File: config.mk
export PLATFORM = sky130hd
export DESIGN_NAME = standby_ctrl
export DESIGN_NICKNAME = d
export VERILOG_FILES = /design/src/rtl/standby_pkg.sv /design/src/rtl/pin_sync.sv /design/src/rtl/wake_detect.sv /design/src/rtl/standby_fsm.sv /design/src/rtl/standby_ctrl.sv
export SDC_FILE = /design/constraint.sdc
export NUM_CORES = 1
export LEC_CHECK = 0
export CAP_MARGIN = 15
export CORE_MARGIN = 5
export CORE_UTILIZATION = 33
export CTS_BUF_LIST = sky130_fd_sc_hd__clkbuf_16
export CTS_CLUSTER_DIAMETER = 150
export CTS_CLUSTER_SIZE = 24
export DETAILED_ROUTE_END_ITERATION = 12
export DONT_BUFFER_PORTS = 1
export GPL_ROUTABILITY_DRIVEN = 0
export PLACE_DENSITY = 0.51
export SKIP_CTS_REPAIR_TIMING = 1
export SLEW_MARGIN = 20
export SYNTH_ARGS = -nofsm -noshare
export SYNTH_HDL_FRONTEND = slang
export SYNTH_SLANG_ARGS = --single-unit
File: constraint.sdc
create_clock -name clk -period 3.4 [get_ports clk]
set_input_delay 0.17 -clock clk [delete_from_list [all_inputs] [get_ports clk]]
set_output_delay 0.17 -clock clk [all_outputs]
set_load 0.01 [all_outputs]
File: src/rtl/standby_pkg.sv
package standby_pkg;

    typedef enum logic [1:0] {
        ST_RUN       = 2'd0,
        ST_HALT      = 2'd1,
        ST_STOP_WAIT = 2'd2,
        ST_STOP      = 2'd3
    } sb_state_e;

    typedef enum logic [1:0] {
        SRC_SIN = 2'b00,
        SRC_KIO = 2'b01,
        SRC_KI  = 2'b10,
        SRC_TMR = 2'b11
    } wake_src_e;

endpackage

File: src/rtl/pin_sync.sv
module pin_sync #(
    parameter int W      = 1,
    parameter int STAGES = 2
) (
    input  logic         clk,
    input  logic         rst_n,
    input  logic [W-1:0] pin_i,
    output logic [W-1:0] pin_o
);
    logic [STAGES-1:0][W-1:0] chain_d, chain_q;

    always_comb begin
        chain_d[0] = pin_i;
        for (int i = 1; i < STAGES; i++) begin
            chain_d[i] = chain_q[i-1];
        end
    end

    always_ff @(posedge clk or negedge rst_n) begin
        if (!rst_n) begin
            chain_q <= '0;
        end else begin
            chain_q <= chain_d;
        end
    end

    assign pin_o = chain_q[STAGES-1];
endmodule

File: src/rtl/wake_detect.sv
module wake_detect
    import standby_pkg::*;
#(
    parameter int KIO_W = 8,
    parameter int KI_W  = 4
) (
    input  wake_src_e        src_i,
    input  logic             level_i,
    input  logic             kio_out_i,
    input  logic             sin_sel_i,
    input  logic             sin_s_i,
    input  logic [KIO_W-1:0] kio_s_i,
    input  logic [KI_W-1:0]  ki_s_i,
    input  logic             tmr_done_i,
    output logic             hit_o
);
    logic kio_match, ki_match, sin_match;

    // any pin of a group at the wanted level
    assign kio_match = level_i ? (|kio_s_i) : ~(&kio_s_i);
    assign ki_match  = level_i ? (|ki_s_i)  : ~(&ki_s_i);
    assign sin_match = (sin_s_i == level_i);

    always_comb begin
        unique case (src_i)
            SRC_SIN: hit_o = sin_sel_i ? sin_match : 1'b1;
            SRC_KIO: hit_o = kio_match & ~kio_out_i;
            SRC_KI:  hit_o = ki_match;
            default: hit_o = tmr_done_i;
        endcase
    end
endmodule

File: src/rtl/standby_fsm.sv
module standby_fsm
    import standby_pkg::*;
(
    input  logic      clk,
    input  logic      rst_n,
    input  logic      halt_i,
    input  logic [1:0] src_sel_i,
    input  logic      level_i,
    input  logic      osc_stop_i,
    input  logic      tmr_run_i,
    input  logic      hit_i,
    output wake_src_e src_o,
    output logic      level_o,
    output logic      stall_o,
    output logic      osc_en_o,
    output logic      wake_o
);
    typedef struct packed {
        sb_state_e state;
        wake_src_e src;
        logic      lvl;
        logic      stall;
        logic      osc_en;
        logic      wake;
    } fsm_t;

    localparam fsm_t FSM_RST = '{
        state:  ST_RUN,
        src:    SRC_SIN,
        lvl:    1'b0,
        stall:  1'b0,
        osc_en: 1'b1,
        wake:   1'b0
    };

    fsm_t r_d, r_q;

    always_comb begin
        r_d      = r_q;
        r_d.wake = 1'b0;
        unique case (r_q.state)
            ST_RUN: begin
                if (halt_i) begin
                    r_d.src   = wake_src_e'(src_sel_i);
                    r_d.lvl   = level_i;
                    r_d.stall = 1'b1;
                    if (!osc_stop_i) begin
                        r_d.state = ST_HALT;
                    end else if (tmr_run_i) begin
                        r_d.state = ST_STOP_WAIT;
                    end else begin
                        r_d.state  = ST_STOP;
                        r_d.osc_en = 1'b0;
                    end
                end
            end
            default: begin
                if (hit_i) begin
                    r_d.state  = ST_RUN;
                    r_d.stall  = 1'b0;
                    r_d.osc_en = 1'b1;
                    r_d.wake   = 1'b1;
                end else if (r_q.state == ST_STOP_WAIT && !tmr_run_i) begin
                    r_d.state  = ST_STOP;
                    r_d.osc_en = 1'b0;
                end
            end
        endcase
    end

    always_ff @(posedge clk or negedge rst_n) begin
        if (!rst_n) begin
            r_q <= FSM_RST;
        end else begin
            r_q <= r_d;
        end
    end

    assign src_o    = r_q.src;
    assign level_o  = r_q.lvl;
    assign stall_o  = r_q.stall;
    assign osc_en_o = r_q.osc_en;
    assign wake_o   = r_q.wake;
endmodule

File: src/rtl/standby_ctrl.sv
module standby_ctrl
    import standby_pkg::*;
#(
    parameter int KIO_W       = 8,
    parameter int KI_W        = 4,
    parameter int SYNC_STAGES = 2
) (
    input  logic             clk,
    input  logic             rst_n,
    input  logic             halt_i,
    input  logic [1:0]       src_sel_i,
    input  logic             level_i,
    input  logic             osc_stop_i,
    input  logic             kio_out_i,
    input  logic             sin_sel_i,
    input  logic             sin_i,
    input  logic [KIO_W-1:0] kio_i,
    input  logic [KI_W-1:0]  ki_i,
    input  logic             tmr_done_i,
    input  logic             tmr_run_i,
    output logic             stall_o,
    output logic             osc_en_o,
    output logic             wake_o
);
    localparam int PIN_W = 1 + KIO_W + KI_W;

    logic [PIN_W-1:0] pins_raw, pins_s;
    logic             sin_s;
    logic [KIO_W-1:0] kio_s;
    logic [KI_W-1:0]  ki_s;
    wake_src_e        src_q;
    logic             lvl_q;
    logic             hit;

    assign pins_raw = {sin_i, kio_i, ki_i};
    assign {sin_s, kio_s, ki_s} = pins_s;

    pin_sync #(.W(PIN_W), .STAGES(SYNC_STAGES)) u_sync (
        .clk   (clk),
        .rst_n (rst_n),
        .pin_i (pins_raw),
        .pin_o (pins_s)
    );

    wake_detect #(.KIO_W(KIO_W), .KI_W(KI_W)) u_det (
        .src_i      (src_q),
        .level_i    (lvl_q),
        .kio_out_i  (kio_out_i),
        .sin_sel_i  (sin_sel_i),
        .sin_s_i    (sin_s),
        .kio_s_i    (kio_s),
        .ki_s_i     (ki_s),
        .tmr_done_i (tmr_done_i),
        .hit_o      (hit)
    );

    standby_fsm u_fsm (
        .clk        (clk),
        .rst_n      (rst_n),
        .halt_i     (halt_i),
        .src_sel_i  (src_sel_i),
        .level_i    (level_i),
        .osc_stop_i (osc_stop_i),
        .tmr_run_i  (tmr_run_i),
        .hit_i      (hit),
        .src_o      (src_q),
        .level_o    (lvl_q),
        .stall_o    (stall_o),
        .osc_en_o   (osc_en_o),
        .wake_o     (wake_o)
    );
endmodule

==> run summary <==
Status: finished clean
Total GRT Usage: 8.90%
First-pass GRT wire length: 2.84 mm
Ys flop type: dfrtp_1
Sw power: 0.294 mW
Most common cell in the netlist: dfrtp_1
Iteration-0 DRC Markers: 24
Skew-Pair Late Insertion Delay: 0.27 ns
Vias in the first global route: 664
Clock tree buffer depth: 2
Vias post-DR: 626
Initial Util: 33.7%
Largest net degree at the start of global routing: 35
Worst slew margin: 67.6%
Synth cell count leaders: 33 x dfrtp_1, 6 x nor2_1, 5 x nand2_1
Flop pwr share: 47.3%
N_diodes: 0
Sequential cell area: 852 um2
Gate power share: 16.4%
IR drop worst, VDD: 0.473 mV
Pwr Density: 772 nW/um2
Worst slack, placed: 1.57 ns
RSZ-0062 raised after global routing: false
Asr flop ratio synth: 100%
CTS clk-pin slew, worst paths: 0.05 ns
Sequential fraction of the synthesis area: 76.4%
Clk pwr share: 36.3%
Setup tns final: 0 ns
DRT Pass-1 Iters: 2
Vias/cell: 4.44
Crit. End Element: flip-flop
Worst Path Arrival: 2.06 ns
Port buffer count: 0
Nets: 119
Design internal power: 0.841 mW
Min Tclk post-route: 1.86 ns
Die H: 68.1 um
Design area: 1470 um2
Syn Nets: 98
Fmax: 539 MHz
DP HPWL: 1.21 mm
Hold Vio Cnt, Final: 0
Syn-to-layout area delta: 31.8%
Yosys top cell by area: dfrtp_1
Num Clock Sinks: 34
Htree depth: 2
Worst endpoint required time: 3.61 ns
TritonCTS clock tree: done
Final ANT Viol Nets: 0
Core footprint: 3310 um2
Detailed Route WL: 1.77 mm
Post-synth EDFFs: 0
Leakage power: 0.621 nW
Synth Cell Area: 1110 um2
Critical setup path kind: flip-flop to flip-flop
Post-place instance area: 1170 um2
CTS root buffer: clkbuf_16
Worst-Margin Slew: 0.486 ns
Critical path fanouts, max: 6
Final Slew Violations: 0
GRT Residual Overflow: 0
Reg2reg setup slack: 1.54 ns
Worst setup margin: 1.54 ns
Num ports: 27
CP startpoint kind: flip-flop
Period utilization: 54.6%
Initial antenna violation count: 0
Post-synth top area share: 74.1%
# DRC: 0
Fillcell total: 317
Mapped Cells: 74
Clock Skew: 0.00459 ns
Die W: 68.1 um
Switching Share: 25.9%
Multi-input gate area: 255 um2
Final setup fails: 0
Num CTS Buffers: 5
Register bit total from synthesis: 34
Maxcap violations: 0
Post-Syn Area per Cell: 15.1 um2
Util after Layout: 44.4%
Yosys warnings: 0
Hold Crit Class: input port to flip-flop
Die area: 4640 um2
Distinct cells, synth: 24
Share of cells above drive strength 1: 16.8%
Rows: 21
WL/cell: 12.6 um
Synth top area cells: dfrtp_1 74%, mux2_2 3.0%, dfstp_2 2.4%
## worst paths after layout
path / start / endpoint / cells past startpoint
worst min register to register: u_sync.chain_d[20] / u_sync.pin_o[7] / 0
worst max register to register: u_fsm.level_o / u_fsm.r_q[7] / 4
min in group asynchronous: rst_n / u_sync.pin_o[9] / 2
worst max-delay path: u_fsm.level_o / u_fsm.r_q[7] / 4
worst min-delay path: osc_stop_i / u_fsm.r_q[7] / 1
max in group asynchronous: rst_n / u_fsm.osc_en_o / 2
## cells by family after synthesis
logic type	Yosys count	share of synthesized area, %
xor+xnor	1	0.786
mux	3	3.03
compound gates	11	7.41
flops	34	76.4
buf+inv	2	0.673
simple gates	23	11.7
## power groups by stage
stage | Combinational [mW] | Clock [mW] | Sequential (mW)
floorplan | 0.142 | 0 | 0.528
global placement | 0.161 | 0 | 0.542
detailed placement | 0.164 | 0 | 0.545
CTS | 0.166 | 0.427 | 0.538
global route | 0.207 | 0.447 | 0.548
finish | 0.186 | 0.412 | 0.537
## per-stage QoR
step	hold slack (ns)	power, mW	instances
after global routing	0.0388	1.20	141
final	0.0440	1.13	141
after global placement	-0.124	0.702	119
after detailed placement	-0.125	0.709	119
after floorplan	-0.126	0.671	74
after CTS	-0.413	1.13	126
## cell usage in the layout (no fill, tap or decap), types with 2 or more instances in the layout
master         instances
nor2_1                 6
nand4_1                3
nor4_1                 2
o21ai_0                2
clkbuf_16              5
dfrtp_1               33
mux2_2                 3
a21oi_1                2
nand3b_1               2
a22o_1                 2
clkinvlp_4             2
dlygate4sd3_1         14
nand2_1                5
## metal layers
layer	vias up	share of wire (%)	wire length, um	global-route usage, %
li1	303	-	-	-
met5	-	0	0	0
met2	22	49	873	13.0
met4	0	1.0	18	4.47
met3	2	10	177	5.75
met1	299	40	703	9.98
## registers in the layout, indices dropped and copies added, names as in the netlist
register	flops
u_fsm.level_o	1
u_fsm.stall_o	1
u_fsm.src_o	2
u_fsm.wake_o	1
u_fsm.osc_en_o	1
u_sync.pin_o	13
u_fsm.r_q	2
u_sync.chain_d	13
## layout make-up
| cell class | count | area share, % |
|---|---|---|
| clock buffer | 5 | 8.52 |
| clock inverter | 2 | 1.02 |
| inverter | 1 | 0.256 |
| multi-input combinational | 38 | 17.4 |
| sequential | 34 | 58.0 |
| tap | 46 | 3.92 |
| timing repair buffer | 15 | 10.9 |
## worst max-delay path: stages (launching register included)
cell     delay [ns]
dfrtp_1        0.42
or3_2          0.48
a31o_2         0.25
a21oi_1        0.42
a22o_1         0.22
No activity file was read; power rests on OpenSTA's default activity.
